===== src/rtl/sysclk_pkg.sv =====
package sysclk_pkg;

  localparam int REG_AW = 2;

  typedef enum logic [REG_AW-1:0] {
    A_SRCSEL = 2'd0,
    A_COMMIT = 2'd1,
    A_RATIO  = 2'd2,
    A_GATES  = 2'd3
  } reg_addr_e;

  // Rising edge of the stored commit bit.
  function automatic logic commit_edge(input logic stored, input logic written);
    return written && !stored;
  endfunction

endpackage


===== src/rtl/sysclk_regs.sv =====
module sysclk_regs
  import sysclk_pkg::*;
#(
  parameter int SEL_W   = 2,
  parameter int DIV_W   = 8,
  parameter int NUM_BLK = 3,
  parameter int DATA_W  = 32,
  parameter int DIV_RST = 1
) (
  input  logic               clk,
  input  logic               rst_n,
  input  logic               we,
  input  logic [REG_AW-1:0]  addr,
  input  logic [DATA_W-1:0]  wdata,
  output logic [SEL_W-1:0]   sel_pend,
  output logic [DIV_W-1:0]   div_reg,
  output logic [NUM_BLK-1:0] en_reg,
  output logic               commit,
  output logic [DATA_W-1:0]  rdata
);

  reg_addr_e   a_dec;
  logic        wr_sel, wr_upd, wr_div, wr_en;
  logic        upd_q;
  logic [DATA_W-1:0] rd_next;
  logic        unused_wdata;

  assign a_dec  = reg_addr_e'(addr);
  assign wr_sel = we && (a_dec == A_SRCSEL);
  assign wr_upd = we && (a_dec == A_COMMIT);
  assign wr_div = we && (a_dec == A_RATIO);
  assign wr_en  = we && (a_dec == A_GATES);
  assign commit = wr_upd && commit_edge(upd_q, wdata[0]);
  assign unused_wdata = ^wdata;

  always_ff @(posedge clk or negedge rst_n) begin
    if (!rst_n) begin
      sel_pend <= '0;
      upd_q    <= 1'b0;
      div_reg  <= DIV_W'(DIV_RST);
    end else begin
      if (wr_sel) sel_pend <= wdata[SEL_W-1:0];
      if (wr_upd) upd_q    <= wdata[0];
      if (wr_div) div_reg  <= wdata[DIV_W-1:0];
    end
  end

  // Bit 0 is fixed on; the rest are writable and reset on.
  for (genvar g = 0; g < NUM_BLK; g++) begin : g_en
    if (g == 0) begin : g_fixed
      assign en_reg[g] = 1'b1;
    end else begin : g_rw
      logic q;
      always_ff @(posedge clk or negedge rst_n) begin
        if (!rst_n)     q <= 1'b1;
        else if (wr_en) q <= wdata[g];
      end
      assign en_reg[g] = q;
    end
  end

  always_comb begin
    rd_next = '0;
    unique case (a_dec)
      A_SRCSEL: rd_next = DATA_W'(sel_pend);
      A_COMMIT: rd_next = DATA_W'(upd_q);
      A_RATIO:  rd_next = DATA_W'(div_reg);
      A_GATES:  rd_next = DATA_W'(en_reg);
      default:  rd_next = '0;
    endcase
  end

  always_ff @(posedge clk or negedge rst_n) begin
    if (!rst_n) rdata <= '0;
    else        rdata <= rd_next;
  end

endmodule


===== src/rtl/sysclk_srcsel.sv =====
module sysclk_srcsel #(
  parameter int NUM_SRC = 3,
  parameter int SEL_W   = 2
) (
  input  logic               clk,
  input  logic               rst_n,
  input  logic               commit,
  input  logic [SEL_W-1:0]   sel_pend,
  input  logic [NUM_SRC-1:0] src_tick,
  output logic [SEL_W-1:0]   sel_act,
  output logic               main_tick
);

  localparam int NPAD = 1 << SEL_W;

  logic [NPAD-1:0] tick_pad;

  // Select codes past the last source map to a silent zero input.
  assign tick_pad  = NPAD'(src_tick);
  assign main_tick = tick_pad[sel_act];

  always_ff @(posedge clk or negedge rst_n) begin
    if (!rst_n)      sel_act <= '0;
    else if (commit) sel_act <= sel_pend;
  end

endmodule


===== src/rtl/sysclk_div.sv =====
module sysclk_div #(
  parameter int DIV_W   = 8,
  parameter int DIV_RST = 1
) (
  input  logic             clk,
  input  logic             rst_n,
  input  logic             main_tick,
  input  logic [DIV_W-1:0] div_reg,
  output logic [DIV_W-1:0] div_act,
  output logic             boundary,
  output logic             sys_ce
);

  logic [DIV_W-1:0] cnt;

  function automatic logic period_last(input logic [DIV_W-1:0] c,
                                       input logic [DIV_W-1:0] n);
    return (n != '0) && (c == n - DIV_W'(1));
  endfunction

  assign boundary = main_tick && period_last(cnt, div_act);

  always_ff @(posedge clk or negedge rst_n) begin
    if (!rst_n) begin
      cnt     <= '0;
      div_act <= DIV_W'(DIV_RST);
      sys_ce  <= 1'b0;
    end else begin
      sys_ce <= boundary;
      if (main_tick) begin
        if (div_act == '0) begin
          div_act <= div_reg;
          cnt     <= '0;
        end else if (boundary) begin
          div_act <= div_reg;
          cnt     <= '0;
        end else begin
          cnt <= cnt + DIV_W'(1);
        end
      end
    end
  end

endmodule


===== src/rtl/sysclk_gate.sv =====
module sysclk_gate #(
  parameter int NUM_BLK = 3
) (
  input  logic               clk,
  input  logic               rst_n,
  input  logic               boundary,
  input  logic [NUM_BLK-1:0] en_reg,
  output logic [NUM_BLK-1:0] blk_en
);

  logic unused_en0;
  assign unused_en0 = en_reg[0];

  for (genvar g = 0; g < NUM_BLK; g++) begin : g_blk
    if (g == 0) begin : g_on
      assign blk_en[g] = 1'b1;
    end else begin : g_q
      logic q;
      always_ff @(posedge clk or negedge rst_n) begin
        if (!rst_n)        q <= 1'b1;
        else if (boundary) q <= en_reg[g];
      end
      assign blk_en[g] = q;
    end
  end

endmodule


===== src/rtl/sysclk_ctrl.sv =====
module sysclk_ctrl
  import sysclk_pkg::*;
#(
  parameter int NUM_SRC = 3,
  parameter int DIV_W   = 8,
  parameter int NUM_BLK = 3,
  parameter int DATA_W  = 32,
  parameter int DIV_RST = 1
) (
  input  logic               clk,
  input  logic               rst_n,
  input  logic [NUM_SRC-1:0] src_tick_i,
  input  logic               reg_we_i,
  input  logic [REG_AW-1:0]  reg_addr_i,
  input  logic [DATA_W-1:0]  reg_wdata_i,
  output logic [DATA_W-1:0]  reg_rdata_o,
  output logic               sys_ce_o,
  output logic [NUM_BLK-1:0] blk_en_o
);

  localparam int SEL_W = (NUM_SRC > 1) ? $clog2(NUM_SRC) : 1;

  logic [SEL_W-1:0]   sel_pend_w, sel_act_w;
  logic [DIV_W-1:0]   div_reg_w, div_act_w;
  logic [NUM_BLK-1:0] en_reg_w;
  logic               commit_w, main_tick_w, boundary_w;

  sysclk_regs #(
    .SEL_W(SEL_W), .DIV_W(DIV_W), .NUM_BLK(NUM_BLK),
    .DATA_W(DATA_W), .DIV_RST(DIV_RST)
  ) u_regs (
    .clk(clk), .rst_n(rst_n), .we(reg_we_i), .addr(reg_addr_i),
    .wdata(reg_wdata_i), .sel_pend(sel_pend_w), .div_reg(div_reg_w),
    .en_reg(en_reg_w), .commit(commit_w), .rdata(reg_rdata_o)
  );

  sysclk_srcsel #(.NUM_SRC(NUM_SRC), .SEL_W(SEL_W)) u_src (
    .clk(clk), .rst_n(rst_n), .commit(commit_w), .sel_pend(sel_pend_w),
    .src_tick(src_tick_i), .sel_act(sel_act_w), .main_tick(main_tick_w)
  );

  sysclk_div #(.DIV_W(DIV_W), .DIV_RST(DIV_RST)) u_div (
    .clk(clk), .rst_n(rst_n), .main_tick(main_tick_w), .div_reg(div_reg_w),
    .div_act(div_act_w), .boundary(boundary_w), .sys_ce(sys_ce_o)
  );

  sysclk_gate #(.NUM_BLK(NUM_BLK)) u_gate (
    .clk(clk), .rst_n(rst_n), .boundary(boundary_w), .en_reg(en_reg_w),
    .blk_en(blk_en_o)
  );

endmodule


===== config.mk =====
export PLATFORM = sky130hd
export DESIGN_NAME = sysclk_ctrl
export DESIGN_NICKNAME = d
export VERILOG_FILES = /design/src/rtl/sysclk_pkg.sv /design/src/rtl/sysclk_regs.sv /design/src/rtl/sysclk_srcsel.sv /design/src/rtl/sysclk_div.sv /design/src/rtl/sysclk_gate.sv /design/src/rtl/sysclk_ctrl.sv
export SDC_FILE = /design/constraint.sdc
export NUM_CORES = 1
export LEC_CHECK = 0
export BUFFER_PORTS_ARGS = -buffer_cell sky130_fd_sc_hd__buf_2
export CORE_ASPECT_RATIO = 1.4
export CORE_MARGIN = 2
export CORE_UTILIZATION = 44
export DETAILED_ROUTE_END_ITERATION = 10
export MAX_ROUTING_LAYER = met4
export PLACE_DENSITY = 0.69
export SLEW_MARGIN = 10
export SYNTH_ARGS = -nofsm -noshare
export SYNTH_HDL_FRONTEND = slang
export SYNTH_HIERARCHICAL = 1
export SYNTH_SLANG_ARGS = --single-unit

===== constraint.sdc =====
create_clock -name clk -period 6.2 [get_ports clk]
set_clock_uncertainty 0.1 [all_clocks]
set_input_delay 0.31 -clock clk [delete_from_list [all_inputs] [get_ports clk]]
set_output_delay 0.31 -clock clk [all_outputs]
set_load 0.05 [all_outputs]

* Word level (Yosys, flattened, before mapping) *
Index checks and enable logic that the tools add are counted.

word-level totals
  register bits = 66
  memory bits (read-only) = 0
  latch bits = 0
  memories kept = 0
  memory bits (writable) = 0

operators by class
  multiply operators = 0
  reductions and logical operators = 14
  bitwise logic cells = 0
  divide/modulo/power cells = 0
  equal/unequal tests = 4
  order comparisons = 1
  mux-type cells = 7
  add/sub/neg operators = 2
  shift operators = 0

operators by type and width
  kind                                                                           count
  32-bit one-hot mux with 4 select lines                                         1
  8-bit 2-to-1 mux                                                               4
  8-bit by 1-bit adder with 8-bit output (second input constant)                 1
  8-bit equality test                                                            1
  1-bit logical AND                                                              8
  8-bit logical NOT                                                              1
  8-bit nonzero test                                                             1
  8-bit by 1-bit subtractor with 8-bit output (second input constant)            1
  2-bit equality test (second input constant)                                    2
  2-bit by 3-bit less-than comparator with 1-bit output (second input constant)  1
  1-bit binary-select mux with 2-bit select                                      1
  2-bit by 1-bit equality test with 1-bit output (second input constant)         1
  2-bit logical NOT                                                              1
  2-bit AND reduction                                                            1
  2-bit nonzero test                                                             1
  1-bit logical NOT                                                              1
  1-bit 2-to-1 mux                                                               1

* Longest topological paths before layout *
  depth in word-level cells = 6
  gate-level depth with buffers = 11
  gate-level depth less buffers = 8

* Hierarchy *
Netlist, hierarchy kept.

modules (own cells, without submodules)
  module         instances  cells each  area an instance (um^2)
  sysclk_div     1          130         1184.9
  sysclk_regs    1          85          1047.3
  sysclk_gate    1          8           101.3
  sysclk_srcsel  1          7           92.6

* Worst setup path after synthesis *
No wires, ideal clock.

  kind = register to register
  start point = register u_div.div_act[0]
  end point = register u_div.div_act[1]
  stages on the path, launching flop included = 11
  arrival time = 2.691 ns
  period minus slack after synthesis = 2.912 ns
  setup slack = 3.288 ns
  cell sequence = dfstp_2 -> inv_1 -> ha_1 -> or4b_1 -> clkbuf_2 -> or4b_1 -> o2111a_1 -> buf_6 -> or4_4 -> buf_6 -> a32o_1

between the ends
  longest elaborated chain between the ends = 6
  elaborated cells on any way between the ends = 9
  classes of those cells = add/sub (1); eq/ne (1); mux (1); reduce/logical (6)

RTL lines
  element                                      RTL line          source
  from (decl)                                  sysclk_div.sv:9   output logic [DIV_W-1:0] div_act,
  from (signal assigned)                       sysclk_div.sv:26  div_act <= DIV_W'(DIV_RST);
  from (signal assigned)                       sysclk_div.sv:32  div_act <= div_reg;
  from (signal assigned)                       sysclk_div.sv:35  div_act <= div_reg;
  8-bit by 1-bit subtractor with 8-bit output  sysclk_div.sv:18  return (n != '0) && (c == n - DIV_W'(1));
  8-bit equality test                          sysclk_div.sv:18
  1-bit logical AND                            sysclk_div.sv:18
  1-bit logical AND                            sysclk_div.sv:21  assign boundary = main_tick && period_last(cnt, div_act);
  2-bit nonzero test (no line)                 --
  2-bit AND reduction (no line)                --

Several ways; a longest one is shown, not always the timed one.
A chain may end at the register's enable or synchronous reset.

* Worst setup path after layout *
  start point = register u_div.div_act[1]
  end point = register u_gate.g_blk[1].g_q.q

between the ends
  longest elaborated chain between the ends = 4
  elaborated cells on any way between the ends = 5
  classes of those cells = add/sub (1); eq/ne (1); reduce/logical (3)

RTL lines
  element                                      RTL line           source
  8-bit by 1-bit subtractor with 8-bit output  sysclk_div.sv:18
  8-bit equality test                          sysclk_div.sv:18
  1-bit logical AND (*)                        sysclk_div.sv:18
  1-bit logical AND (*)                        sysclk_div.sv:21
  named net boundary_w                         sysclk_ctrl.sv:26  logic commit_w, main_tick_w, boundary_w;
  to (signal assigned)                         sysclk_gate.sv:21  else if (boundary) q <= en_reg[g];
  to (decl)                                    sysclk_gate.sv:18  logic q;

The timed path passes the listed nets; every way through them passes the cells marked *.

==> summary.txt <==
Worst setup path
  • Worst R2R Setup Slack: 2.90 ns
  • Crit path DAT: 3.42 ns
  • Slowest cell on the critical path: nor3_2
  • Delay-heaviest family, CP: simple AND/OR/NAND/NOR gates
  • Critical Path End Type: flip-flop
  • Number of buffer and inverter instances along the worst setup path: 1
  • Max incr delay on CP: 0.63 ns
  • Depth of the worst register-to-register path: 8
  • Capture instance of the worst register-to-register path: u_gate/g_blk[1].g_q.q$_DFFE_PN1P_
  • Critical Path Start Type: flip-flop
  • Worst r2r src: u_div/div_act[1]$_DFFE_PN0P_
  • Crit Path Max Fanout: 11
  • Data required time of the worst path: 6.32 ns
  • Cell chain of the critical path: inv_1, ha_1, or4b_1, a2111oi_0, o31ai_1, o2111a_1, nor3_2, mux2_2
  • Category of the most critical setup path: flip-flop to flip-flop

Placement
  • Post-DP HPWL: 3.19 mm
  • Routability Congestion: 0.805
  • Cell Count Post-Placement: 304
  • Placed Instance Area: 0.00243 mm2
  • Post-placement setup slack: 2.90 ns
  • I/O Buffers: 26

Pwr
  • Worst IR Drop VDD: 0.217 mV
  • Power density over the cells: 379 mW/mm2
  • Lkg Pwr: 1.15 nW
  • Design Power: 0.950 mW

CTS
  • Number of post-CTS setup repair buffers: 0
  • Cts hold-fix bufs: 0
  • Clock sink count: 42
  • Cts repair resizes: 0
  • Largest buffer count on any clock path: 2
  • Total CTS buffers: 5
  • Clock latency reported for the late side of the worst-skew pair: 0.29 ns
  • Root buffer selected by CTS: clkbuf_8
  • Clock tree from TritonCTS: built
  • Clock edge transition at the registers on the reported setup and hold paths: 0.08 ns
  • H-tree levels: 2

Timing
  • Unrepaired setup endpoints after global routing: false
  • Max frequency: 303 MHz
  • Final setup margin: 2.90 ns
  • Tightest hold margin: 0.0471 ns
  • Final Cycle Share: 53.2%
  • Slew HR: 28.2%
  • Final count of pins violating max slew: 0
  • Final number of hold-violating endpoints: 0
  • Final worst path period need: 3.30 ns
  • Measured slew at the worst slew-check pin: 1.07 ns
  • Setup TNS after final layout: 0 ns
  • Final setup violation count: 0

Cells and area
  • Area Overhead vs Synth: 3.78%
  • Post-route insts no fill: 312
  • Final design area excluding fillers: 0.00251 mm2
  • Number of antenna repair diodes: 0
  • Utilization after layout: 47.9%
  • Total Nets Final: 287
  • Most frequent standard cell in the layout excluding fill and tap cells: dfrtp_1
  • Commonest non-fill, non-tap cells in the layout: dfrtp_1 (36), buf_2 (26), conb_1 (25)
  • Filler instances: 516
  • Share of cells above drive strength 1: 26.0%

Yosys
  • Post-synthesis area per instance: 10.6 um2
  • Combined area of all synthesized cells: 0.00241 mm2
  • Post-synthesis instance total: 228
  • Warnings from Yosys: 6

Routing
  • DR vias: 1658
  • Vias/cell: 5.31
  • Number of search-and-repair iterations in the first detailed-routing pass: 4
  • Routed Wire Length: 4.39 mm
  • Total DRC errors in the routed layout: 0
  • Drt initial violations: 38
  • Post-DRT Antenna Nets: 0
  • Routed wire per std cell: 14.1 um

Floorplanning
  • Core area: 0.00524 mm2
  • Area of the die: 0.00611 mm2
  • Starting Density: 46.1%
  • Row count: 31
  • I/O pins: 76
  • Chip width: 66.6 um
  • Overall die height: 91.7 um

Global routing
  • Global-route congestion overflow total: 0
  • Maximum number of pins on one net before global-route repair: 43
  • Vias in the first global route: 1655
  • Aggregate global-route resource usage: 16.5%
  • Number of antenna violations at the first check in global routing: 0
  • Global-route wire length before repair: 7.60 mm

Run
  • Total of max-cap violations: 0

Status
  • Status: finished clean

Worst hold path
  • Path type of the worst min-delay path: primary input to async pin
layout make-up:
type                    instances  area (um2)  share of cell area [%]
clock buffers                   8        80.1                    3.20
inverters                       5        18.8                   0.749
multi-input cells             164        1130                    45.0
flip-flops and latches         42        1060                    42.2
well taps                      66        82.6                    3.30
repair buffers                 27         138                    5.49
worst max path at each step:
stage                            startpoint                                 to  slack [ns]  cells after the start
2_1_floorplan  u_div/div_act[0]$_DFFE_PN1P_       u_div/div_act[1]$_DFFE_PN0P_        3.29                     10
4_1_cts        u_div/div_act[0]$_DFFE_PN1P_  u_gate/g_blk[2].g_q.q$_DFFE_PN1P_        2.87                      8
6_report       u_div/div_act[1]$_DFFE_PN0P_  u_gate/g_blk[1].g_q.q$_DFFE_PN1P_        2.90                      8
3_5_place_dp   u_div/div_act[1]$_DFFE_PN0P_  u_gate/g_blk[2].g_q.q$_DFFE_PN1P_        2.90                      8
5_1_grt        u_div/div_act[1]$_DFFE_PN0P_  u_gate/g_blk[2].g_q.q$_DFFE_PN1P_        2.71                      8
3_3_place_gp   u_div/div_act[0]$_DFFE_PN1P_  u_gate/g_blk[1].g_q.q$_DFFE_PN1P_        2.94                      8
per-layer routing:
| metal | GRT usage [%] | vias to the layer above | wire length, um |
|---|---|---|---|
| met4 | 6.46 | 0 | 74 |
| li1 | - | 793 | - |
| met1 | 18.4 | 818 | 1730 |
| met5 | - | - | 0 |
| met2 | 28.9 | 42 | 2440 |
| met3 | 2.70 | 5 | 145 |
where the power goes:
part           internal [mW]  switching, mW  leakage (nW)
combinational          0.145          0.248         0.580
clock                 0.0800         0.0879        0.0395
sequential             0.334         0.0553         0.526
total                  0.559          0.391          1.15
(Power assumes the default switching activity.)
